`config.mk`:
```
export PLATFORM = sky130hd
export DESIGN_NAME = alu32
export DESIGN_NICKNAME = d
export VERILOG_FILES = /design/src/rtl/alu32.sv
export SDC_FILE = /design/constraint.sdc
export NUM_CORES = 1
export LEC_CHECK = 0
export CORE_UTILIZATION = 28
export DETAILED_ROUTE_END_ITERATION = 12
export DONT_BUFFER_PORTS = 1
export SYNTH_ARGS = -nofsm -noshare
export SYNTH_HDL_FRONTEND = slang
export SYNTH_SLANG_ARGS = --single-unit
```
`constraint.sdc`:
```
create_clock -name vclk -period 8
set_clock_uncertainty 0.2 [all_clocks]
set_input_delay 2 -clock vclk [all_inputs]
set_output_delay 2 -clock vclk [all_outputs]
set_load 0.005 [all_outputs]
```
`src/rtl/alu32.sv`:
```
module alu32 #(
  parameter int W = 32
) (
  input  logic [W-1:0] op_a,
  input  logic [W-1:0] op_b,
  input  logic [3:0]   op_sel,
  output logic [W-1:0] result,
  output logic         zero,
  output logic         ovf
);
  localparam logic [3:0] SEL_AND = 4'b0000;
  localparam logic [3:0] SEL_OR  = 4'b0001;
  localparam logic [3:0] SEL_ADD = 4'b0011;
  localparam logic [3:0] SEL_SUB = 4'b0110;
  localparam logic [3:0] SEL_SLT = 4'b0111;
  localparam logic [3:0] SEL_NOR = 4'b1100;

  logic         invert_b;
  logic [W-1:0] b_eff;
  logic [W:0]   sum_ext;
  logic [W-1:0] sum;
  logic         carry_out;
  logic         carry_msb;
  logic         v_flag;
  logic         less;

  assign invert_b  = (op_sel == SEL_SUB) || (op_sel == SEL_SLT);
  assign b_eff     = invert_b ? ~op_b : op_b;
  assign sum_ext   = {1'b0, op_a} + {1'b0, b_eff} + {{W{1'b0}}, invert_b};
  assign sum       = sum_ext[W-1:0];
  assign carry_out = sum_ext[W];
  assign carry_msb = op_a[W-1] ^ b_eff[W-1] ^ sum[W-1];
  assign v_flag    = carry_msb ^ carry_out;
  assign less      = sum[W-1] ^ v_flag;

  always_comb begin
    result = '0;
    ovf    = 1'b0;
    case (op_sel)
      SEL_AND: result = op_a & op_b;
      SEL_OR:  result = op_a | op_b;
      SEL_NOR: result = ~op_a & ~op_b;
      SEL_ADD, SEL_SUB: begin
        result = sum;
        ovf    = v_flag;
      end
      SEL_SLT: begin
        result = {{(W-1){1'b0}}, less};
        ovf    = v_flag;
      end
      default: begin
        result = '0;
        ovf    = 1'b0;
      end
    endcase
  end

  assign zero = ~|result;
endmodule


```
==> flow_summary.toml, run 1 <==
[global_route]
overflow = 0
grt_start_max_net_pins = 41
grt_first_pass_wirelength_um = 19000
grt_usage = 0.185
antenna_found_initial = 0
grt_pass1_vias = 3604

[detailed_routing]
ant_nets = 0
first_iter_violations = 327
drcViolationCount = 12
wl_per_cell_um = 19.1
via_per_inst = 6.06
vias = 3831
drtPass1Iterations = 10
routed_wl_um = 12100

[placement]
pre_cts_slack_ps = 197
hpwl_um = 9690
port_buffers = 0
gp_congestion = 0.939

[logic_synthesis]
ys_seq_area_frac = 0
synth_top_area_cell = "ha_1"
netlist.area_leader.share = 0.130
avgSynthCellArea_um2 = 6.80
yosysMostFrequentCell = "xor2_1"
synth_nets = 599
synth_cell_types = 63
syn-instance-count = 495
ys_warn_count = 0
ys_top_cells_by_area = "ha_1 (13%), xor2_1 (11%), maj3_1 (9.2%)"
synthTopCellsByCount = "xor2_1 (43), nor2_1 (42), a21oi_1 (39)"
synth_area_um2 = 3370

[worst_setup_path]
crit_type = "in -> out"
arrival_ps = 5440
critPathCaptureType = "output port"
cp-start-kind = "input pin"
required_ps = 5800
worstPathMaxFanout = 11

[status]
violations = "design-rule violations"
status = "finished with violations"

[die]
fp-row-count = 39
start_util = 0.291
io_pins = 102
core_area_um2 = 11600
chipHeight_um = 112
die_area_um2 = 12500
fp.dieW_um = 112

[clock_tree]
cts_hold_buf = 0

[sta]
period_share = 0.956
finalHoldWorstSlack_ps = 3950
rsz0062_at_grt = "false"
final.setup.worst_slack_ps = 355
fin_crit_ps = 7640
slew_violations = 0
tns_ps = 0
setup_viol = 0
max_freq_mhz = 131
slew_headroom = 0.635
hold_viol_final = 0
worstMarginPinSlew_ps = 542

[cells_and_area]
area_delta_synth_final_pct = 8.55
finish.utilization = 0.316
insertedDiodeCount = 0
seqCellArea_um2 = 0
drive_gt1_frac = 0.0798
nFlopsAndLatches = 0
fin_nets = 595
nClkBuffers = 0
fillers = 1225

[power]
powerDensity_nw_per_um2 = 89.6
total_leakage_power_uw = 0.00144
switching_share = 0.577
switching_power_uw = 189
pwr-share-clk = 0
intPower_uw = 138
comb_power_share = 1.000
pwr-share-seq = 0
power_uw = 327
worst_ir_drop_vdd_uv = 19.2

[run]
max_cap_viol_count = 0

[worst_hold_path]
hold_class = "in -> out"
-- metal layers --
metal | GRT usage | vias up | wire, µm
met5 | 0 | - | 0
li1 | - | 1840 | -
met4 | 0.0243 | 0 | 138
met1 | 0.239 | 1851 | 5300
met2 | 0.326 | 127 | 5860
met3 | 0.0310 | 13 | 793
-- cell usage in the layout, fill, tap and decap left out, types with 5 or more instances in the layout --
cell      Yosys  layout
a22oi_1      28      28
inv_1        13      13
o21ai_0      21      21
o21ai_1      23      23
a21oi_1      39      39
nand3_1      12      12
nand2b_1      5       5
a31oi_1       5       5
ha_1         35      35
nor4_1        6       6
buf_4         1      24
o21a_1        9       9
nand2_1      38      38
maj3_1       31      31
nor2_1       42      42
xor2_1       43      43
a21o_1       11      11
nand4_1      12      12
xnor2_1      16      16
-- per-stage QoR --
step,cells,cell area (µm²)
6_report,632,3650
5_1_grt,632,3650
4_1_cts,630,3610
3_5_place_dp,630,3610
3_3_place_gp,630,3610
2_1_floorplan,495,3370
-- critical path: stages --
cell,delay [ps]
and3b_4,330
buf_12,150
xor2_1,160
ha_1,320
and3b_1,210
a221oi_2,350
o31a_2,250
xor2_1,170
o21ai_1,90
nor4_1,370
nor4bb_1,310
nand4_1,220
nor4_2,260
and4b_1,240
-- worst paths after layout --
| kind | start | to | slack (ps) | depth (start not counted) |
|---|---|---|---|---|
| min | op_sel[1] | result[1] | 3950 | 1 |
| max | op_sel[3] | zero | 360 | 14 |
-- cell type report --
cell class / instances / area (µm²) / share of cell area
timing repair buffer: 26 / 220 / 0.0603
inverter: 13 / 48.8 / 0.0134
tap: 143 / 179 / 0.0490
multi-input combinational: 450 / 3210 / 0.877
-- cells by family (layout without fill, tap and decap cells) --
kind of cell / count (synthesis) / in the layout / share of synthesized area
mux: 3 / 3 / 0.00929
buf+inv: 45 / 39 / 0.0517
fa+ha+maj: 67 / 67 / 0.228
simple gates: 147 / 147 / 0.219
xor+xnor: 59 / 59 / 0.153
compound gates: 174 / 174 / 0.338
-- power groups by stage --
| stage | clock network (µW) | logic, µW | registers [µW] |
|---|---|---|---|
| detailed placement | 0 | 319 | 0 |
| global route | 0 | 358 | 0 |
| CTS | 0 | 321 | 0 |
| floorplan | 0 | 244 | 0 |
| finish | 0 | 327 | 0 |
| global placement | 0 | 318 | 0 |
-- repair_timing --
action / in CTS / in global routing
gates resized for setup: 0 / 1
endpoints found under the setup margin: 0 / 1
buffers inserted: 0 / 2
Power figures use the tool's default switching activity.
==> run 2: changes to the inputs <==
--- a/config.mk
+++ b/config.mk
@@ -5,9 +5,10 @@
 export SDC_FILE = /design/constraint.sdc
 export NUM_CORES = 1
 export LEC_CHECK = 0
-export CORE_UTILIZATION = 28
+export CORE_UTILIZATION = 30
 export DETAILED_ROUTE_END_ITERATION = 12
 export DONT_BUFFER_PORTS = 1
+export RECOVER_POWER = 100
 export SYNTH_ARGS = -nofsm -noshare
 export SYNTH_HDL_FRONTEND = slang
 export SYNTH_SLANG_ARGS = --single-unit
==> run 2 against run 1 <==
- the run now ends clean
- critical path depth unchanged
- cell count shrank 1.3%
- global-route usage rose by 1.1 points
- worst hold slack improved by 16 ps
- first-iteration DRC count down 5.5%
- utilization rose by 1.3 points
- count of clock-buffer cells in the layout stayed put
- cell area decreased by 2.1%
- worst setup slack got worse by 91 ps
- non-clock buffer count shrank 5
- sequential cell count is the same
==> flow_summary.toml, run 2 (same netlist as run 1, synthesis figures left out) <==
[placement]
pre_cts_slack_ps = 249
hpwl_um = 9770
gp_congestion = 0.957
port_buffers = 0
place_area_um2 = 3600

[sta]
setup_viol = 0
period_share = 0.967
hold_viol_final = 0
tns_ps = 0
finalHoldWorstSlack_ps = 3970
slew_violations = 0
final.setup.worst_slack_ps = 264
max_freq_mhz = 129
worstMarginPinSlew_ps = 815
slew_headroom = 0.453
rsz0062_at_grt = "false"
fin_crit_ps = 7740

[run]
max_cap_viol_count = 0

[detailed_routing]
ant_nets = 0
vias = 3778
via_per_inst = 6.05
wl_per_cell_um = 19.0
drcViolationCount = 0
drtPass1Iterations = 5
first_iter_violations = 309
routed_wl_um = 11900

[worst_setup_path]
crit_chain = "and3b_2 -> buf_12 -> xor2_1 -> ha_1 -> a21o_1 -> a21oi_1 -> o31a_1 -> o41ai_1 -> mux2_1 -> o21a_1 -> nand4b_1 -> or4_1 -> nor4_2 -> and4b_1"
crit_type = "in -> out"
required_ps = 5800
arrival_ps = 5540
cp-start-kind = "input pin"
critPathTopFamily = "compound AO/OA/AOI/OAI gates"
critPathCaptureType = "output port"
crit_buf_inv = 1
worstPathMaxFanout = 12
slowest_delay_ps = 530
slowest_stage = "o41ai_1"

[power]
total_leakage_power_uw = 0.00140
pwr-share-clk = 0
power_uw = 318
worst_ir_drop_vdd_uv = 21.0
intPower_uw = 133
powerDensity_nw_per_um2 = 88.9
pwr-share-seq = 0
switching_share = 0.582
comb_power_share = 1.000
switching_power_uw = 185

[die]
io_pins = 102
core_area_um2 = 10900
start_util = 0.309
fp.dieW_um = 108
chipHeight_um = 108
fp-row-count = 38
die_area_um2 = 11700

[clock_tree]
cts_setup_buffers = 0
ctsResizeCount = 0
cts_hold_buf = 0

[cells_and_area]
layout_common_cells = "xor2_1 (43), nor2_1 (42), a21oi_1 (40)"
area_delta_synth_final_pct = 6.32
postLayoutCellArea_um2 = 3580
nFlopsAndLatches = 0
seqCellArea_um2 = 0
drive_gt1_frac = 0.0620
fin_nets = 590
layout_commonest_cell = "xor2_1"
insertedDiodeCount = 0
nClkBuffers = 0

[worst_hold_path]
hold_class = "in -> out"

[status]
status = "finished, final reports clean"

[global_route]
grt_start_max_net_pins = 41
grt_pass1_vias = 3545
overflow = 0
grt_first_pass_wirelength_um = 18500
grt_usage = 0.196
antenna_found_initial = 0
==> run 2: cell count changes in the layout (fill, tap and decap cells not counted), sizes merged <==
cell,delta
buf,-6
clkbuf,+1
==> run 2: area by class of cell <==
type,instances,area (µm²)
Fill cell,1198,7310
Multi-Input combinational cell,450,3190
Tap cell,140,175
Timing Repair Buffer,21,166
Inverter,13,48.8
==> run 2: per-layer routing <==
layer | global-route usage | part of all wire | vias to the layer above | routed length (µm)
li1 | - | - | 1832 | -
met1 | 0.258 | 0.43 | 1787 | 5170
met2 | 0.328 | 0.46 | 141 | 5430
met3 | 0.0344 | 0.080 | 18 | 955
met4 | 0.0460 | 0.028 | 0 | 328
met5 | 0 | 0 | - | 0
==> run 2: power groups by stage <==
stage / registers (µW) / logic (µW) / clock network (µW)
finish: 0 / 318 / 0
floorplan: 0 / 244 / 0
global placement: 0 / 317 / 0
global route: 0 / 351 / 0
CTS: 0 / 319 / 0
detailed placement: 0 / 317 / 0
==> run 2: worst paths after layout <==
check	start	endpoint	cells past startpoint
worst max-delay path	op_sel[1]	zero	14
worst min-delay path	op_sel[3]	ovf	3
==> run 2: per-stage QoR <==
stage               utilization  std cells
global placement          0.330        624
global route              0.329        624
CTS                       0.330        624
finish                    0.329        624
floorplan                     -        495
detailed placement        0.330        624
==> run 3: changes to the inputs <==
--- a/config.mk
+++ b/config.mk
@@ -5,6 +5,8 @@
 export SDC_FILE = /design/constraint.sdc
 export NUM_CORES = 1
 export LEC_CHECK = 0
+export CAP_MARGIN = 25
+export CORE_ASPECT_RATIO = 0.6
 export CORE_UTILIZATION = 30
 export DETAILED_ROUTE_END_ITERATION = 12
 export DONT_BUFFER_PORTS = 1
==> run 3 against run 2 <==
- the run now ends with design-rule violations left
- power up 4.2%
- cell area increased by 1.8%
- maximum frequency is 1.0% lower
- die area increased by 0.12%
- non-clock buffer count rose by 11
- count of clock-buffer cells in the layout stayed put
- critical path depth shrank 1
- sequential share of layout area stayed put
- critical path type unchanged
==> flow_summary.toml, run 3 (same netlist as run 1, synthesis figures left out) <==
[global_route]
grt_usage = 0.206
grt_pass1_vias = 3592
grt_busiest_layer = "met1"
overflow = 0
antenna_found_initial = 0
grtUsageMet3 = 0.0499
grtUsageMet1 = 0.318
grt_start_max_net_pins = 41
use_met2 = 0.285
grt_first_pass_wirelength_um = 19600

[detailed_routing]
routed_wl_um = 12400
first_iter_violations = 275
wl_per_cell_um = 19.6
drcViolationCount = 6
vias = 3894
drtPass1Iterations = 9
ant_nets = 0
via_per_inst = 6.14

[worst_hold_path]
whs_path_depth = 1
whs_endpoint = "result[1]"
hold_class = "in -> out"
min-delay-start = "op_sel[1]"

[worst_setup_path]
crit_chain = "and3b_2 -> xor2_1 -> fa_1 -> a21o_1 -> a21oi_1 -> o31a_1 -> o21ai_1 -> a21oi_1 -> xnor2_1 -> o21ai_0 -> or4_1 -> nor4_2 -> and4b_1"
slowest_stage = "or4_1"
cp-start-kind = "input pin"
critPathCaptureType = "output port"
arrival_ps = 5620
slowest_delay_ps = 530
crit_type = "in -> out"
required_ps = 5800
crit_top_cell = "a21oi_1"
worstPathMaxFanout = 9

[placement]
gp_congestion = 1.00
pre_cts_slack_ps = 249
dp_cells = 633
port_buffers = 0
hpwl_um = 10300

[sta]
period_share = 0.977
setup_viol = 0
max_freq_mhz = 128
slew_violations = 0
rsz0062_at_grt = "false"
tns_ps = 0
final.setup.worst_slack_ps = 184
worstMarginPinSlew_ps = 638
slew_headroom = 0.570
fin_crit_ps = 7820
hold_viol_final = 0

[clock_tree]
cts_hold_buf = 0
cts_setup_buffers = 0
ctsResizeCount = 0

[power]
total_leakage_power_uw = 0.00144
switching_power_uw = 192
pwr-share-seq = 0
intPower_uw = 139
pwr-share-clk = 0
switching_share = 0.580
comb_power_share = 1.000
worst_ir_drop_vdd_uv = 37.6
powerDensity_nw_per_um2 = 91.0

[cells_and_area]
fillers = 1177
layout_commonest_cell = "xor2_1"
area_delta_synth_final_pct = 8.25
finish.utilization = 0.339
final_cells = 634
seqCellArea_um2 = 0
nFlopsAndLatches = 0
fin_nets = 601
insertedDiodeCount = 0
layout_common_cells = "xor2_1 (43), nor2_1 (42), a21oi_1 (40)"
drive_gt1_frac = 0.0788
nClkBuffers = 0

[die]
fp.dieW_um = 139
core_area_um2 = 10700
io_pins = 102
die_area_um2 = 11700
start_util = 0.313
chipHeight_um = 84.1
fp-row-count = 29

[status]
status = "finished with violations"
violations = "design-rule violations"

[run]
max_cap_viol_count = 0
## run 3: power groups by stage
| stage | combinational [µW] | clock [µW] | sequential (µW) |
|---|---|---|---|
| floorplan | 244 | 0 | 0 |
| global placement | 326 | 0 | 0 |
| detailed placement | 327 | 0 | 0 |
| CTS | 329 | 0 | 0 |
| global route | 364 | 0 | 0 |
| finish | 332 | 0 | 0 |
## run 3: final cells by class
type / instances / area [µm²] / share of cell area
Tap cell: 139 / 174 / 0.0477
Inverter: 13 / 48.8 / 0.0134
Multi-Input combinational cell: 450 / 3190 / 0.875
Timing Repair Buffer: 32 / 233 / 0.0639
## run 3: how the worst max path moves through the flow
| stage | startpoint | to | slack, ps | cells past startpoint |
|---|---|---|---|---|
| 6_report | op_sel[3] | zero | 180 | 13 |
| 3_3_place_gp | op_sel[3] | zero | 350 | 14 |
| 5_1_grt | op_sel[3] | zero | 20 | 14 |
| 2_1_floorplan | op_sel[3] | zero | 310 | 16 |
| 3_5_place_dp | op_sel[3] | zero | 250 | 14 |
| 4_1_cts | op_sel[3] | zero | 240 | 14 |
## run 3: layer usage
metal | vias to the layer above | part of all wire
met2 | 183 | 0.37
met4 | 0 | 0.0099
li1 | 1863 | -
met5 | - | 0
met1 | 1840 | 0.51
met3 | 8 | 0.10
## run 3: worst max-delay path: cells and delay by family
| kind | cells | cell delay, ps |
|---|---|---|
| AO/OA/AOI/OAI | 6 | 1500 |
| AND/OR/NAND/NOR | 4 | 1310 |
| adder cells (fa/ha/maj) | 1 | 470 |
| XOR/XNOR | 2 | 320 |
## run 3: metrics by stage
| stage | total power, µW | hold WS, ps | cell area, µm² |
|---|---|---|---|
| final | 332 | 3950 | 3640 |
| after global routing | 364 | 3950 | 3640 |
| after CTS | 329 | 3940 | 3660 |
| after detailed placement | 327 | 3940 | 3660 |
| after global placement | 326 | 3940 | 3660 |
| after floorplan | 244 | 3890 | 3370 |
